$ cat src/rtl/ee_pkg.sv
package ee_pkg;
  typedef enum logic [2:0] {
    ST_IDLE  = 3'd0,
    ST_DEV   = 3'd1,
    ST_ADDR  = 3'd2,
    ST_WDATA = 3'd3,
    ST_RDATA = 3'd4
  } ee_state_e;
endpackage

$ cat src/rtl/ee_bus_cond.sv
module ee_bus_cond (
  input  logic clk_i,
  input  logic rst_ni,
  input  logic scl_i,
  input  logic sda_i,
  output logic scl_rise_o,
  output logic scl_fall_o,
  output logic start_o,
  output logic stop_o
);
  logic scl_q, sda_q;

  always_ff @(posedge clk_i or negedge rst_ni) begin
    if (!rst_ni) begin
      scl_q <= 1'b1;
      sda_q <= 1'b1;
    end else begin
      scl_q <= scl_i;
      sda_q <= sda_i;
    end
  end

  assign scl_rise_o = scl_i & ~scl_q;
  assign scl_fall_o = ~scl_i & scl_q;
  // SDA edge while SCL stays high
  assign start_o    = scl_i & scl_q & sda_q & ~sda_i;
  assign stop_o     = scl_i & scl_q & ~sda_q & sda_i;
endmodule

$ cat src/rtl/ee_bit_engine.sv
module ee_bit_engine #(
  parameter int DW = 8,
  localparam int CW = $clog2(DW + 1)
) (
  input  logic          clk_i,
  input  logic          rst_ni,
  input  logic          restart_i,
  input  logic          scl_rise_i,
  input  logic          scl_fall_i,
  input  logic          sda_i,
  input  logic          rx_en_i,
  input  logic          load_en_i,
  input  logic [DW-1:0] load_data_i,
  output logic [CW-1:0] bit_cnt_o,
  output logic [DW-1:0] byte_o,
  output logic          tick_o,
  output logic          mack_o
);
  localparam logic [CW-1:0] ACK_SLOT = CW'(DW);

  logic          seen_q;
  logic [CW-1:0] cnt_q;
  logic [DW-1:0] sh_q;
  logic          mack_q;

  // only a fall that closes a clock seen high counts
  assign tick_o    = scl_fall_i & seen_q;
  assign bit_cnt_o = cnt_q;
  assign byte_o    = sh_q;
  assign mack_o    = mack_q;

  always_ff @(posedge clk_i or negedge rst_ni) begin
    if (!rst_ni) begin
      seen_q <= 1'b0;
      cnt_q  <= '0;
      sh_q   <= '0;
      mack_q <= 1'b0;
    end else if (restart_i) begin
      seen_q <= 1'b0;
      cnt_q  <= '0;
    end else begin
      if (scl_rise_i) begin
        seen_q <= 1'b1;
        if (rx_en_i && cnt_q < ACK_SLOT) sh_q <= {sh_q[DW-2:0], sda_i};
        if (!rx_en_i && cnt_q == ACK_SLOT) mack_q <= ~sda_i;
      end
      if (tick_o) begin
        seen_q <= 1'b0;
        if (cnt_q == ACK_SLOT) begin
          cnt_q <= '0;
          if (load_en_i) sh_q <= load_data_i;
        end else begin
          cnt_q <= cnt_q + 1'b1;
          if (!rx_en_i) sh_q <= {sh_q[DW-2:0], 1'b0};
        end
      end
    end
  end
endmodule

$ cat src/rtl/ee_txn_fsm.sv
module ee_txn_fsm
  import ee_pkg::*;
#(
  parameter int DW = 8,
  parameter int AW = 16,
  parameter int SEL_W = 2,
  parameter logic [DW-SEL_W-3:0] DEV_CODE = 4'b1010,
  localparam int CW = $clog2(DW + 1)
) (
  input  logic             clk_i,
  input  logic             rst_ni,
  input  logic             start_i,
  input  logic             stop_i,
  input  logic             tick_i,
  input  logic [CW-1:0]    bit_cnt_i,
  input  logic [DW-1:0]    byte_i,
  input  logic             mack_i,
  input  logic [SEL_W-1:0] sel_i,
  input  logic             busy_i,
  input  logic             rd_msb_i,
  output ee_state_e        state_o,
  output logic             rx_en_o,
  output logic             load_en_o,
  output logic             sda_oe_o,
  output logic             addr_ld_o,
  output logic [AW-1:0]    addr_o,
  output logic             wr_vld_o,
  output logic [DW-1:0]    wr_data_o,
  output logic             wr_commit_o,
  output logic             rd_next_o
);
  localparam int CODE_W = DW - SEL_W - 2;
  localparam int AB = AW / DW;
  localparam int IW = (AB > 1) ? $clog2(AB) : 1;
  localparam logic [IW-1:0] LAST_IDX = IW'(AB - 1);
  localparam logic [CW-1:0] LAST_BIT = CW'(DW - 1);
  localparam logic [CW-1:0] ACK_SLOT = CW'(DW);

  ee_state_e     state_q;
  logic          rw_q, have_data_q, oe_q;
  logic [IW-1:0] idx_q;
  logic [AW-1:0] addr_q;
  logic [DW-1:0] wdat_q;
  logic          ld_q, wv_q, cm_q, rn_q;

  logic byte_done, ack_end, dev_match;
  assign byte_done = tick_i && (bit_cnt_i == LAST_BIT);
  assign ack_end   = tick_i && (bit_cnt_i == ACK_SLOT);
  assign dev_match = (byte_i[DW-1 -: CODE_W] == DEV_CODE) &&
                     (byte_i[2 +: SEL_W] == sel_i) && !byte_i[1];

  assign rx_en_o   = (state_q == ST_DEV) || (state_q == ST_ADDR) || (state_q == ST_WDATA);
  assign load_en_o = ((state_q == ST_DEV) && rw_q) || ((state_q == ST_RDATA) && mack_i);

  always_ff @(posedge clk_i or negedge rst_ni) begin
    if (!rst_ni) begin
      state_q     <= ST_IDLE;
      rw_q        <= 1'b0;
      have_data_q <= 1'b0;
      oe_q        <= 1'b0;
      idx_q       <= '0;
      addr_q      <= '0;
      wdat_q      <= '0;
      ld_q        <= 1'b0;
      wv_q        <= 1'b0;
      cm_q        <= 1'b0;
      rn_q        <= 1'b0;
    end else begin
      ld_q <= 1'b0;
      wv_q <= 1'b0;
      cm_q <= 1'b0;
      rn_q <= 1'b0;
      if (start_i) begin
        state_q     <= ST_DEV;
        oe_q        <= 1'b0;
        have_data_q <= 1'b0;
        idx_q       <= '0;
      end else if (stop_i) begin
        // commit only on a byte boundary after a whole acknowledged byte
        if (state_q == ST_WDATA && have_data_q && bit_cnt_i == '0) cm_q <= 1'b1;
        state_q <= ST_IDLE;
        oe_q    <= 1'b0;
      end else begin
        unique case (state_q)
          ST_DEV: begin
            if (byte_done) begin
              if (dev_match && !busy_i) begin
                rw_q <= byte_i[0];
                oe_q <= 1'b1;
              end else begin
                state_q <= ST_IDLE;
              end
            end else if (ack_end) begin
              if (rw_q) begin
                state_q <= ST_RDATA;
                oe_q    <= ~rd_msb_i;
                rn_q    <= 1'b1;
              end else begin
                state_q <= ST_ADDR;
                idx_q   <= '0;
                oe_q    <= 1'b0;
              end
            end
          end
          ST_ADDR: begin
            if (byte_done) begin
              oe_q   <= 1'b1;
              addr_q <= {addr_q[AW-DW-1:0], byte_i};
              if (idx_q == LAST_IDX) ld_q <= 1'b1;
            end else if (ack_end) begin
              oe_q <= 1'b0;
              if (idx_q == LAST_IDX) state_q <= ST_WDATA;
              else idx_q <= idx_q + 1'b1;
            end
          end
          ST_WDATA: begin
            if (byte_done) begin
              oe_q   <= 1'b1;
              wv_q   <= 1'b1;
              wdat_q <= byte_i;
            end else if (ack_end) begin
              oe_q        <= 1'b0;
              have_data_q <= 1'b1;
            end
          end
          ST_RDATA: begin
            if (byte_done) begin
              oe_q <= 1'b0;
            end else if (ack_end) begin
              if (mack_i) begin
                oe_q <= ~rd_msb_i;
                rn_q <= 1'b1;
              end else begin
                state_q <= ST_IDLE;
                oe_q    <= 1'b0;
              end
            end else if (tick_i) begin
              oe_q <= ~byte_i[DW-2];
            end
          end
          default: ;
        endcase
      end
    end
  end

  assign state_o     = state_q;
  assign sda_oe_o    = oe_q;
  assign addr_ld_o   = ld_q;
  assign addr_o      = addr_q;
  assign wr_vld_o    = wv_q;
  assign wr_data_o   = wdat_q;
  assign wr_commit_o = cm_q;
  assign rd_next_o   = rn_q;
endmodule

$ cat src/rtl/ee_slave_ctrl.sv
module ee_slave_ctrl
  import ee_pkg::*;
#(
  parameter int DW = 8,
  parameter int AW = 16,
  parameter int SEL_W = 2,
  parameter logic [DW-SEL_W-3:0] DEV_CODE = 4'b1010
) (
  input  logic             clk_i,
  input  logic             rst_ni,
  input  logic             scl_i,
  input  logic             sda_i,
  output logic             sda_oe_o,
  input  logic [SEL_W-1:0] sel_i,
  input  logic             busy_i,
  output logic             addr_ld_o,
  output logic [AW-1:0]    addr_o,
  output logic             wr_vld_o,
  output logic [DW-1:0]    wr_data_o,
  output logic             wr_commit_o,
  output logic             rd_next_o,
  input  logic [DW-1:0]    rd_data_i
);
  localparam int CW = $clog2(DW + 1);

  logic          rise_w, fall_w, start_w, stop_w;
  logic          tick_w, mack_w, rx_en_w, load_en_w;
  logic [CW-1:0] bit_cnt_w;
  logic [DW-1:0] byte_w;
  ee_state_e     state_w;

  ee_bus_cond u_cond (
    .clk_i      (clk_i),
    .rst_ni     (rst_ni),
    .scl_i      (scl_i),
    .sda_i      (sda_i),
    .scl_rise_o (rise_w),
    .scl_fall_o (fall_w),
    .start_o    (start_w),
    .stop_o     (stop_w)
  );

  ee_bit_engine #(.DW(DW)) u_bits (
    .clk_i       (clk_i),
    .rst_ni      (rst_ni),
    .restart_i   (start_w | stop_w),
    .scl_rise_i  (rise_w),
    .scl_fall_i  (fall_w),
    .sda_i       (sda_i),
    .rx_en_i     (rx_en_w),
    .load_en_i   (load_en_w),
    .load_data_i (rd_data_i),
    .bit_cnt_o   (bit_cnt_w),
    .byte_o      (byte_w),
    .tick_o      (tick_w),
    .mack_o      (mack_w)
  );

  ee_txn_fsm #(.DW(DW), .AW(AW), .SEL_W(SEL_W), .DEV_CODE(DEV_CODE)) u_fsm (
    .clk_i       (clk_i),
    .rst_ni      (rst_ni),
    .start_i     (start_w),
    .stop_i      (stop_w),
    .tick_i      (tick_w),
    .bit_cnt_i   (bit_cnt_w),
    .byte_i      (byte_w),
    .mack_i      (mack_w),
    .sel_i       (sel_i),
    .busy_i      (busy_i),
    .rd_msb_i    (rd_data_i[DW-1]),
    .state_o     (state_w),
    .rx_en_o     (rx_en_w),
    .load_en_o   (load_en_w),
    .sda_oe_o    (sda_oe_o),
    .addr_ld_o   (addr_ld_o),
    .addr_o      (addr_o),
    .wr_vld_o    (wr_vld_o),
    .wr_data_o   (wr_data_o),
    .wr_commit_o (wr_commit_o),
    .rd_next_o   (rd_next_o)
  );
endmodule

$ cat config.mk
export PLATFORM = sky130hd
export DESIGN_NAME = ee_slave_ctrl
export DESIGN_NICKNAME = d
export VERILOG_FILES = /design/src/rtl/ee_pkg.sv /design/src/rtl/ee_bus_cond.sv /design/src/rtl/ee_bit_engine.sv /design/src/rtl/ee_txn_fsm.sv /design/src/rtl/ee_slave_ctrl.sv
export SDC_FILE = /design/constraint.sdc
export NUM_CORES = 1
export LEC_CHECK = 0
export BUFFER_PORTS_ARGS = -buffer_cell sky130_fd_sc_hd__buf_4
export CAP_MARGIN = 10
export CORE_ASPECT_RATIO = 0.75
export CORE_UTILIZATION = 30
export CTS_CLUSTER_DIAMETER = 120
export DETAILED_ROUTE_END_ITERATION = 6
export PLACE_DENSITY = 0.49
export SLEW_MARGIN = 15
export SYNTH_ARGS = -nofsm -noshare
export SYNTH_HDL_FRONTEND = slang
export SYNTH_HIERARCHICAL = 1
export SYNTH_SLANG_ARGS = --single-unit
export TNS_END_PERCENT = 5
$ cat constraint.sdc
create_clock -name clk_i -period 4 [get_ports clk_i]
set_input_delay 0.4 -clock clk_i [delete_from_list [all_inputs] [get_ports clk_i]]
set_output_delay 0.4 -clock clk_i [all_outputs]
set_load 0.03 [all_outputs]
==> results.json <==
{
  "status": "finished clean",
  "core_sq_mm": 0.00908,
  "postSynth.asyncResetShare_pct": 100,
  "fin_skew_ns": 0.00779,
  "synth_area_sq_mm": 0.00282,
  "vias": 2137,
  "gp_congestion": 0.817,
  "yosysSeqAreaShare_pct": 45.3,
  "grtUsageTotal_pct": 14.4,
  "cts_setup_buffers": 0,
  "slew_violations": 0,
  "synth_most_common_cell": "dfrtp_1",
  "postCtsHoldBufs": 0,
  "reg2reg_from": "u_cond/scl_q",
  "viasPerCell": 5.00,
  "grt_pass1_vias": 2125,
  "layout-drive-gt1-share_pct": 35.5,
  "max_clock_freq_mhz": 376,
  "setup_tns_ns": 0,
  "slew_headroom_pct": 56.4,
  "reg2reg_depth": 8,
  "critPathKind": "reg -> reg",
  "initial_core_util_pct": 31.0,
  "synth_area_leader_cell": "dfrtp_1",
  "yosys-top-cells-count": "49 x dfrtp_1, 20 x a21oi_1, 17 x nand2_1",
  "grt_max_degree": 52,
  "syn-instance-count": 255,
  "cp-end-kind": "flop",
  "wl_per_cell_um": 15.5,
  "dpl.hpwl_um": 4720,
  "netlist_top_cells_area": "dfrtp_1 43%, mux2_2 6.0%, mux2_4 5.9%",
  "design_area_sq_mm": 0.00341,
  "fin_ws_ns": 1.34,
  "rows": 30,
  "cts_resized": 0,
  "clock_latency_ns": 0.29,
  "crit_path_end": "u_fsm/addr_o[3]",
  "nets": 315,
  "fp.dieArea_sq_mm": 0.00980,
  "areaGrowthSynthToFinish_pct": 20.9,
  "grt-ovfl-total": 0,
  "r2r_end": "u_fsm/addr_o[3]",
  "place_ws_ns": 1.37,
  "setup.worst_path.start": "u_cond/scl_q",
  "hold_path_class": "in -> async",
  "rsz0062_at_grt": "false",
  "wirelength_um": 6610,
  "n_antenna_cell": 0,
  "cts_buffer_depth": 2,
  "die_w_um": 114,
  "grt_pass1_wl_um": 11100,
  "cp_max_fo": 16,
  "clock-sinks": 51,
  "ys.flop_type": "dfrtp_1",
  "drc": 0,
  "syn_avg_cell_area_sq_um": 11.1,
  "ios": 44,
  "fp.dieH_um": 86.0,
  "ir_drop_v": 0.000176,
  "synth_top_area_share_pct": 43.5,
  "clk_pin_slew_ns": 0.07,
  "arrival_ns": 2.83,
  "ant_nets": 0,
  "h-tree-depth": 2,
  "synth_nets": 272,
  "tritoncts": "built",
  "antenna_found_initial": 0,
  "fin_crit_ns": 2.66,
  "ys_warn_count": 6,
  "finalSetupViolations": 0,
  "powerDensity_mw_per_mm2": 375,
  "hold_viol_final": 0,
  "cts-buffers-inserted": 5,
  "cap_violations": 0,
  "leakage_nw": 1.52,
  "finalPower_mw": 1.28,
  "r2r_slack_ns": 1.34,
  "root_buffer": "clkbuf_16",
  "required_ns": 4.18,
  "worst_slew_pin_slew_ns": 0.654,
  "period_share_pct": 66.4,
  "critPathLaunchType": "flop",
  "yosysUniqueCellTypes": 63,
  "whs_ns": 0.138,
  "placed_area_sq_mm": 0.00324,
  "synth_edf_count": 0,
  "postSynthRegisterBits": 51,
  "portBuffers": 43,
  "drtIter0Drc": 78,
  "drt-pass1-iter-count": 4
}
[metal layers]
metal,wire length [um],global-route usage (%),vias to the layer above
met5,0,0,-
met4,53,3.66,0
met3,301,2.76,5
met2,2990,22.0,56
met1,3260,20.9,1058
li1,-,-,1018
[flip-flops by register name, indices dropped and copies added, names as in the netlist]
| register | flops |
|---|---|
| u_fsm/sda_oe_o | 1 |
| u_fsm/rw_q | 1 |
| u_bits/bit_cnt_o | 4 |
| u_cond/scl_q | 1 |
| u_bits/mack_o | 1 |
| u_fsm/wr_commit_o | 1 |
| u_bits/byte_o | 8 |
| u_fsm/have_data_q | 1 |
| u_cond/sda_q | 1 |
| u_bits/seen_q | 1 |
| u_fsm/wr_vld_o | 1 |
| u_fsm/addr_ld_o | 1 |
| u_fsm/state_o | 3 |
| u_fsm/wr_data_o | 8 |
| u_fsm/rd_next_o | 1 |
| u_fsm/addr_o | 16 |
| u_fsm/idx_q | 1 |
[power breakdown]
part / switching, mW / internal, mW / total, mW
Combinational: 0.0916 / 0.0692 / 0.161
Clock: 0.198 / 0.298 / 0.495
Sequential: 0.0734 / 0.550 / 0.624
Total: 0.363 / 0.917 / 1.28
[area by class of cell]
class / count / area (sq um)
sequential: 51 / 1280
multi-input combinational: 183 / 1410
inverter: 11 / 41.3
tap: 128 / 160
clock buffer: 5 / 125
clock inverter: 3 / 46.3
fill: 908 / 5670
timing repair buffer: 46 / 345
[kinds of logic (layout without fill, tap and decap cells)]
kind of cell	Yosys count	after routing	share of synthesized area, %
XOR/XNOR	2	2	0.621
AO/OA/AOI/OAI	59	59	14.8
adder cells (fa/ha/maj)	2	2	0.887
flip-flops	51	51	45.3
buffers and inverters	21	65	4.52
AND/OR/NAND/NOR	88	88	19.4
multiplexers	32	32	14.4
[critical path, cell delays in order, from the launching register on]
cell	delay, ns
dfstp_2	0.55
nor2b_1	0.32
nand2_2	0.15
inv_2	0.19
and3_1	0.42
nand2_4	0.12
nor3_4	0.13
buf_4	0.29
mux2_2	0.37
[worst min-delay path by stage]
| stage | startpoint | to | slack (ns) | cells after the start |
|---|---|---|---|---|
| after floorplan | rst_ni | u_bits/bit_cnt_o[0] | 0.10 | 0 |
| after global placement | rst_ni | u_fsm/state_o[1] | 0.49 | 1 |
| after detailed placement | rst_ni | u_fsm/addr_ld_o | 0.49 | 1 |
| after CTS | rst_ni | u_fsm/addr_ld_o | 0.18 | 1 |
| after global routing | rst_ni | u_fsm/state_o[1] | 0.19 | 1 |
| final | rst_ni | u_fsm/state_o[0] | 0.14 | 1 |
[metrics by stage]
| stage | util (%) | std cells |
|---|---|---|
| 6_report | 37.5 | 427 |
| 5_1_grt | 37.5 | 427 |
| 4_1_cts | 37.5 | 427 |
| 3_5_place_dp | 35.7 | 419 |
| 3_3_place_gp | 35.7 | 419 |
| 2_1_floorplan | - | 255 |
[placed cells by master, fill, tap and decap left out, types with 6 or more instances in the layout]
cell type	synthesis	routed
inv_1	10	10
nor3_1	7	7
o21a_1	6	6
buf_4	1	46
mux2_2	15	15
nand2_1	17	17
o22ai_1	7	7
o21ai_0	6	6
mux2_4	11	11
dfrtp_1	49	49
a21oi_1	20	20
nor2_1	16	16
(Power assumes the default switching activity.)
